**config.mk**
```make
export PLATFORM = sky130hd
export DESIGN_NAME = rld_timer
export DESIGN_NICKNAME = d
export VERILOG_FILES = /design/src/rtl/rld_timer_pkg.sv /design/src/rtl/rld_prescaler.sv /design/src/rtl/rld_counter.sv /design/src/rtl/rld_timer.sv
export SDC_FILE = /design/constraint.sdc
export NUM_CORES = 1
export LEC_CHECK = 0
export ABC_AREA = 1
export BUFFER_PORTS_ARGS = -buffer_cell sky130_fd_sc_hd__buf_2
export CELL_PAD_IN_SITES_DETAIL_PLACEMENT = 1
export CELL_PAD_IN_SITES_GLOBAL_PLACEMENT = 2
export CORE_UTILIZATION = 33
export CTS_CLUSTER_DIAMETER = 120
export DETAILED_ROUTE_END_ITERATION = 8
export PLACE_DENSITY = 0.89
export SKIP_LAST_GASP = 1
export SLEW_MARGIN = 20
export SYNTH_ARGS = -nofsm -noshare
export SYNTH_HDL_FRONTEND = slang
export SYNTH_SLANG_ARGS = --single-unit
```
**constraint.sdc**
```tcl
create_clock -name clk -period 2.3 [get_ports clk]
set_clock_uncertainty 0.15 [all_clocks]
set_input_delay 0.46 -clock clk [delete_from_list [all_inputs] [get_ports clk]]
set_output_delay 0.46 -clock clk [all_outputs]
set_load 0.05 [all_outputs]
```
**src/rtl/rld_timer_pkg.sv**
```systemverilog
package rld_timer_pkg;

    // word offsets: software decodes them, so they are fixed
    localparam int OFS_RELOAD = 0;
    localparam int OFS_COUNT  = 1;
    localparam int OFS_CTRL   = 2;
    localparam int OFS_CAPT   = 3;

    // control bit positions
    localparam int BIT_IE = 5;
    localparam int BIT_UF = 8;

    localparam int PSC_W     = 3;
    localparam int PSC_CODES = 5;
    localparam int DIV_W     = 2 * PSC_CODES;

    typedef enum logic {
        ST_HOLD = 1'b0,
        ST_RUN  = 1'b1
    } run_state_e;

    function automatic logic psc_valid(input logic [PSC_W-1:0] code);
        return int'(code) < PSC_CODES;
    endfunction

    // terminal value of the divide counter: 4^(code+1) - 1
    function automatic logic [DIV_W-1:0] psc_limit(input logic [PSC_W-1:0] code);
        int span;
        span = 4 << (2 * int'(code));
        return DIV_W'(span - 1);
    endfunction

endpackage

```
**src/rtl/rld_prescaler.sv**
```systemverilog
module rld_prescaler
    import rld_timer_pkg::*;
(
    input  logic             clk,
    input  logic             rst_n,
    input  logic             active_i,
    input  logic             restart_i,
    input  logic [PSC_W-1:0] code_i,
    output logic             tick_o
);

    logic [DIV_W-1:0] div_q;
    logic [DIV_W-1:0] lim;
    logic             ok;

    always_comb begin
        lim = psc_limit(code_i);
        ok  = psc_valid(code_i);
    end

    assign tick_o = active_i && ok && !restart_i && (div_q == lim);

    always_ff @(posedge clk or negedge rst_n) begin
        if (!rst_n) begin
            div_q <= '0;
        end else if (restart_i) begin
            div_q <= '0;
        end else if (active_i && ok) begin
            div_q <= (div_q == lim) ? '0 : div_q + 1'b1;
        end
    end

    // control write restarts the phase
    a_r11_phase_restart: assert property (@(posedge clk) disable iff (!rst_n)
        restart_i |=> (div_q == '0));

    // phase frozen while not running
    a_r9_phase_frozen: assert property (@(posedge clk) disable iff (!rst_n)
        (!active_i && !restart_i) |=> $stable(div_q));

endmodule

```
**src/rtl/rld_counter.sv**
```systemverilog
module rld_counter #(
    parameter int W = 32
) (
    input  logic         clk,
    input  logic         rst_n,
    input  logic         tick_i,
    input  logic         load_i,
    input  logic [W-1:0] load_val_i,
    input  logic [W-1:0] reload_i,
    output logic [W-1:0] cnt_o,
    output logic         uf_o
);

    logic [W-1:0] cnt_q;

    assign uf_o  = tick_i && !load_i && (cnt_q == '0);
    assign cnt_o = cnt_q;

    always_ff @(posedge clk or negedge rst_n) begin
        if (!rst_n) begin
            cnt_q <= '1;
        end else if (load_i) begin
            cnt_q <= load_val_i;
        end else if (tick_i) begin
            cnt_q <= (cnt_q == '0) ? reload_i : cnt_q - 1'b1;
        end
    end

    // decrement by one on a tick
    a_r5_decrement: assert property (@(posedge clk) disable iff (!rst_n)
        (tick_i && !load_i && cnt_q != '0) |=> (cnt_q == $past(cnt_q) - 1'b1));

    // reload at zero
    a_r5_reload: assert property (@(posedge clk) disable iff (!rst_n)
        (tick_i && !load_i && cnt_q == '0) |=> (cnt_q == $past(reload_i)));

    // software load wins
    a_r10_load_wins: assert property (@(posedge clk) disable iff (!rst_n)
        load_i |=> (cnt_q == $past(load_val_i)));

endmodule

```
**src/rtl/rld_timer.sv**
```systemverilog
module rld_timer
    import rld_timer_pkg::*;
#(
    parameter int DATA_W      = 32,
    parameter int ADDR_W      = 4,
    parameter bit HAS_CAPTURE = 1'b1
) (
    input  logic              clk,
    input  logic              rst_n,
    input  logic              run_i,
    input  logic              wr_en_i,
    input  logic [ADDR_W-1:0] addr_i,
    input  logic [DATA_W-1:0] wdata_i,
    output logic [DATA_W-1:0] rdata_o,
    output logic              irq_o
);

    localparam int OFS_LSB = 2;

    run_state_e        state_q, state_d;
    logic              active;
    logic [1:0]        ofs;
    logic              wr_reload, wr_count, wr_ctrl, wr_capt;
    logic [DATA_W-1:0] reload_q;
    logic [PSC_W-1:0]  psc_q;
    logic              ie_q;
    logic              flag_q;
    logic [DATA_W-1:0] cnt;
    logic [DATA_W-1:0] capt;
    logic              tick;
    logic              uf;

    assign ofs       = addr_i[OFS_LSB +: 2];
    assign wr_reload = wr_en_i && (int'(ofs) == OFS_RELOAD);
    assign wr_count  = wr_en_i && (int'(ofs) == OFS_COUNT);
    assign wr_ctrl   = wr_en_i && (int'(ofs) == OFS_CTRL);
    assign wr_capt   = wr_en_i && (int'(ofs) == OFS_CAPT);

    // run state machine: register
    always_ff @(posedge clk or negedge rst_n) begin
        if (!rst_n) state_q <= ST_HOLD;
        else        state_q <= state_d;
    end

    // run state machine: transitions (start, stop) and outputs
    always_comb begin
        state_d = state_q;
        active  = 1'b0;
        unique case (state_q)
            ST_HOLD: begin
                if (run_i) state_d = ST_RUN;
            end
            ST_RUN: begin
                active = 1'b1;
                if (!run_i) state_d = ST_HOLD;
            end
            default: state_d = ST_HOLD;
        endcase
    end

    always_ff @(posedge clk or negedge rst_n) begin
        if (!rst_n) begin
            reload_q <= '1;
            psc_q    <= '0;
            ie_q     <= 1'b0;
            flag_q   <= 1'b0;
        end else begin
            if (wr_reload) reload_q <= wdata_i;
            if (wr_ctrl) begin
                psc_q <= wdata_i[PSC_W-1:0];
                ie_q  <= wdata_i[BIT_IE];
            end
            if (uf)                            flag_q <= 1'b1;
            else if (wr_ctrl && !wdata_i[BIT_UF]) flag_q <= 1'b0;
        end
    end

    generate
        if (HAS_CAPTURE) begin : g_capt
            logic [DATA_W-1:0] capt_q;
            always_ff @(posedge clk or negedge rst_n) begin
                if (!rst_n)       capt_q <= '0;
                else if (wr_capt) capt_q <= wdata_i;
            end
            assign capt = capt_q;
        end else begin : g_no_capt
            assign capt = '0;
        end
    endgenerate

    rld_prescaler u_psc (
        .clk       (clk),
        .rst_n     (rst_n),
        .active_i  (active),
        .restart_i (wr_ctrl),
        .code_i    (psc_q),
        .tick_o    (tick)
    );

    rld_counter #(.W(DATA_W)) u_cnt (
        .clk        (clk),
        .rst_n      (rst_n),
        .tick_i     (tick),
        .load_i     (wr_count),
        .load_val_i (wdata_i),
        .reload_i   (reload_q),
        .cnt_o      (cnt),
        .uf_o       (uf)
    );

    always_comb begin
        rdata_o = '0;
        unique case (ofs)
            2'd0: rdata_o = reload_q;
            2'd1: rdata_o = cnt;
            2'd2: begin
                rdata_o[PSC_W-1:0] = psc_q;
                rdata_o[BIT_IE]    = ie_q;
                rdata_o[BIT_UF]    = flag_q;
            end
            2'd3: rdata_o = capt;
            default: rdata_o = '0;
        endcase
    end

    assign irq_o = flag_q & ie_q;

    // flag survives everything but a clearing write
    a_r6_flag_kept: assert property (@(posedge clk) disable iff (!rst_n)
        (flag_q && !(wr_ctrl && !wdata_i[BIT_UF])) |=> flag_q);

    // flag only rises after an underflow
    a_r6_flag_source: assert property (@(posedge clk) disable iff (!rst_n)
        $rose(flag_q) |-> $past(uf));

    // reserved codes stall the counter
    a_r4_reserved_hold: assert property (@(posedge clk) disable iff (!rst_n)
        (!psc_valid(psc_q) && !wr_count) |=> $stable(cnt));

    // frozen count in HOLD
    a_r9_count_frozen: assert property (@(posedge clk) disable iff (!rst_n)
        (state_q == ST_HOLD && !wr_count) |=> $stable(cnt));

    // interrupt implies enable
    a_r7_irq_enable: assert property (@(posedge clk) disable iff (!rst_n)
        irq_o |-> rdata_o[BIT_IE] || int'(ofs) != OFS_CTRL);

endmodule

```
# --- Word level (Yosys, flattened, before mapping) ---
# Cells that the tools add are included.
word_totals:
  memories: 0
  reg_bits: 112
  romBits: 0
  latchBits: 0
  ramBits: 0
classes:
  n_mul: 0
  n_mux: 16
  bitwise: 1
  n_reduce_logical: 19
  div_mod_pow: 0
  n_lt_le_gt_ge: 1
  eq_ne: 7
  n_shift: 1
  addsub: 3
ops:
  columns: ["op", "count"]
  rows:
  - ["32-bit two-way mux", 3]
  - ["23-bit one-hot mux with 3 select lines", 1]
  - ["32-bit logical NOT", 1]
  - ["32-bit by 1-bit subtractor with 32-bit output (second input constant)", 1]
  - ["10-bit two-way mux", 3]
  - ["2-bit one-hot mux with 3 select lines", 2]
  - ["3-bit one-hot mux with 4 select lines", 1]
  - ["10-bit by 1-bit adder with 10-bit output (second input constant)", 1]
  - ["10-bit == test", 1]
  - ["1-bit logical AND", 10]
  - ["3-bit by 4-bit left shift with 10-bit output (first input constant)", 1]
  - ["10-bit by 2-bit subtractor with 10-bit output (second input constant)", 1]
  - ["2-bit == test (second input constant)", 4]
  - ["1-bit one-hot mux with 4 select lines", 2]
  - ["2-bit nonzero test", 3]
  - ["2-bit by 1-bit == test with 1-bit output (second input constant)", 2]
  - ["2-bit logical NOT", 2]
  - ["1-bit two-way mux", 4]
  - ["1-bit logical NOT", 3]
  - ["3-bit less-than comparator (second input constant)", 1]
  - ["1-bit bitwise AND", 1]

# --- Longest topological paths before layout ---
depth:
  ltp_word: 8
  ltp_mapped: 16

# --- Hierarchy ---
# Synthesis repeated with hierarchy kept, for this count alone.
unflattened:
  cells_unflattened: 1037
  area_unflattened_um2: 7355.8
modules_own_cells:
  columns: ["mod", "cells_per_inst", "instances", "seq_area_each_um2", "area_per_inst_um2"]
  rows:
  - ["rld_timer", 410, 1, 1791.7, 3440.8]
  - ["rld_counter", 490, 1, 840.8, 3071.7]
  - ["rld_prescaler", 137, 1, 250.2, 843.3]

# --- Worst setup path after synthesis ---
# No wires, ideal clock.
synth_path:
  path_kind: "input -> output"
  startpoint: "in addr_i[2]"
  endpoint: "out rdata_o[14]"
  arrival_time_ns: 1.926
  path_slack_ns: -0.236
  stages: 6
  required_time_ns: 1.690
  path_cell_list: "inv_1 -> nor2_2 -> inv_1 -> buf_1 -> buf_1 -> o211ai_1"
synth_between:
  elab_chain_len: 2
synth_lines:
  columns: ["element", "line_no", "rtl"]
  rows:
  - ["start: declaration", "rld_timer.sv:12", "input logic [ADDR_W-1:0] addr_i,"]
  - ["2-bit == test (tied with other cells)", "rld_timer.sv:113", "unique case (ofs)"]
  - ["23-bit one-hot mux with 3 select lines (*)", "rld_timer.sv:113", null]
  - ["end: declaration", "rld_timer.sv:14", "output logic [DATA_W-1:0] rdata_o,"]
# Every way passes the cells marked *; elsewhere a longest branch is shown, timed or not.

# --- Final worst setup path ---
layout_path:
  startpoint: "reg psc_q[0]"
  endpoint: "out rdata_o[0]"
layout_between:
  elab_chain_len: 1
layout_lines:
  columns: ["element", "line_no", "rtl"]
  rows:
  - ["start: declaration", "rld_timer.sv:25", "logic [PSC_W-1:0] psc_q;"]
  - ["start signal: assignment", "rld_timer.sv:70", "psc_q <= wdata_i[PSC_W-1:0];"]
  - ["3-bit one-hot mux with 4 select lines", "rld_timer.sv:113", null]
# Every way passes these cells.

==> flow_metrics.tcl <==
set metrics [dict create \
    cts_buffer_depth 2 \
    num_rows 52 \
    synthToLayoutAreaGrowth_pct 17.4 \
    hold_violations 0 \
    vdd_ir_drop_max_uv 326 \
    rrSetupSlack_ns 0.10 \
    viasPerCell 4.88 \
    final_nets 1111 \
    required_ns 1.69 \
    status "completed" \
    hold_start "run_i" \
    post-synth-top-count-cell "nand2_1" \
    synthDistinctLibCells 30 \
    r2r_end "u_cnt.cnt_o[12]" \
    initial_core_util_pct 33.9 \
    synthTopCellsByArea "dfstp_2 24%, nand2_1 22%, dfrtp_1 17%" \
    path_max_fanout 5 \
    grt_pass1_vias 6834 \
    core_um2 20300 \
    wl_met3_um 377 \
    post_drt_wl_per_cell_um 15.8 \
    drive_gt1_share_pct 19.6 \
    cp_data_arrival_time_ns 1.63 \
    grt_usage_pct 20.9 \
    max_stage_delay_ns 0.41 \
    timing.fmax_ghz 0.447 \
    worstMarginPinSlew_ns 0.620 \
    die_y_um 146 \
    synth_edf_count 0 \
    tritoncts "done" \
    drv_cap 0 \
    period_share_pct 97.3 \
    yosysTopAreaCellShare_pct 24.5 \
    grt_pass1_wl_mm 35.4 \
    max-slew-margin-rel_pct 58.6 \
    clk_latency_ns 0.36 \
    dp_hpwl_mm 15.8 \
    syn_area_per_cell_um2 6.91 \
    synth_warnings 0 \
    dr_wl_met2_mm 10.1 \
    drt_pass1_iterations 4 \
    hold_depth 1 \
    drtIter0Drc 322 \
    drc 0 \
    whs_ns 0.0492 \
    critPathSlowestCell "dfrtp_1" \
    total_power_uw 6230 \
    r2r_start "psc_q[1]" \
    seq_area_frac_synth_pct 41.9 \
    cts_sinks 112 \
    finalCriticalPeriod_ns 2.24 \
    htreeDepth 3 \
    crit_type "reg2out" \
    synthCells 995 \
    critPathCaptureType "primary output" \
    synth_top_area_cell "dfstp_2" \
    routed.top_layer "met4" \
    netlist_top_cells_count "398 x nand2_1, 97 x inv_1, 90 x nand3_1" \
    ff2ff_path_depth 13 \
    ant_nets 0 \
    ys_ff_latch 112 \
    synthArstFlopShare_pct 100 \
    cp_cell_sequence "inv_1 > buf_4 > o2111ai_1 > buf_2" \
    gp_congestion 0.847 \
    setup_viol 0 \
    antenna_cells 0 \
    cts-root-buf "clkbuf_16" \
    hold_class "in2reg" \
    portBuffers 70 \
    ios 73 \
    setup_slack_ns 0.0617 \
    holdPathEnd "state_q" \
    dieArea_um2 21400 \
    path_clk_slew_ns 0.08 \
    grt_antenna_before_repair 0 \
    grt_max_degree 65 \
    syn-num-nets 1039 \
    wl_met1_mm 10.4 \
    finalSetupTns_ns 0 \
    ys.flop_type "dfstp_2" \
    critPathLaunch "psc_q[0]" \
    final_max_slew_viol_count 0 \
    leakage_uw 0.00378 \
    vias 6544 \
    p_per_area_nw_per_um2 772 \
    worst_setup_path_start_kind "flop" \
    grt_setup_unrepaired "yes" \
    cts_buffers 9 \
    wirelength_mm 21.1 \
    place_ws_ns -0.0427 \
    overflow 0 \
    syn_area_um2 6880 \
    die_w_um 146 \
]
[worst max path at each step]
stage                           end  slack [ns]
finish                   rdata_o[0]        0.06
CTS                 u_cnt.cnt_o[25]       0.003
global placement     u_psc.div_q[8]        0.01
floorplan               rdata_o[14]       -0.02
detailed placement   u_psc.div_q[8]       -0.04
global route        u_cnt.cnt_o[24]       -0.06
[cells in the final DEF (no fill, tap or decap), types with 7 or more instances in the layout]
cell / instances
buf_12: 8
buf_2: 69
buf_4: 21
clkbuf_16: 9
dfrtp_1: 48
dfstp_2: 64
inv_1: 95
nand2_1: 393
nand3_1: 90
nor2_1: 65
nor2_2: 11
nor2_4: 8
o211ai_1: 27
o21ai_0: 85
o21ai_1: 7
o22ai_1: 8
xor2_1: 15
[what timing repair did]
item	in CTS	in global routing
hold endpoints to repair	7	0
hold buffers	1	0
gates cloned	0	0
setup endpoints to repair	40	42
pin swaps	0	2
resized for setup	3	6
setup buffers	0	0
[metal layers]
layer | global-route usage, % | vias to the layer above
met5 | 0 | -
met4 | 5.73 | 0
met3 | 2.22 | 13
met2 | 35.3 | 64
met1 | 28.3 | 3157
li1 | - | 3310
[power breakdown]
group          total (µW)  switching [µW]  internal [µW]
logic                1780            1210            569
clock network        1740             733           1010
registers            2710             289           2420
total                6230            2240           4000
[kinds of logic (layout without fill, tap and decap cells)]
family          count (synthesis)  in the layout  share of synthesized area [%]
buf+inv                       143            219                           8.70
simple gates                  586            586                           35.5
fa+ha+maj                       4              4                          0.728
xor+xnor                       16             16                           2.04
flops                         112            112                           41.9
compound gates                134            134                           11.2
[area by class of cell]
| class | count | area [µm²] |
|---|---|---|
| clock inverter | 3 | 65.1 |
| multi-input combinational | 740 | 3440 |
| clock buffer | 12 | 256 |
| fill | 2634 | 12200 |
| inverter | 104 | 403 |
| sequential | 112 | 2880 |
| timing repair buffer | 100 | 684 |
| tap | 270 | 338 |
[stage by stage]
step | std cells | util [%] | cell area, µm²
4_1_cts | 1341 | 39.6 | 8040
2_1_floorplan | 995 | - | 6910
5_1_grt | 1341 | 39.8 | 8070
3_3_place_gp | 1325 | 37.9 | 7700
3_5_place_dp | 1325 | 37.9 | 7700
6_report | 1341 | 39.8 | 8070
[registers in the layout, indices dropped and copies added, names as in the netlist]
signal	flops
capt	32
reload_q	32
u_cnt.cnt_o	32
u_psc.div_q	10
psc_q	3
flag_q	1
ie_q	1
state_q	1
[critical path: cells and delay by family, from the launching register on]
| family | cells | cell delay [ns] |
|---|---|---|
| compound gates | 1 | 0.28 |
| flops | 1 | 0.41 |
| buf+inv | 3 | 0.58 |
Note: power is estimated with default switching activity, not from simulation.
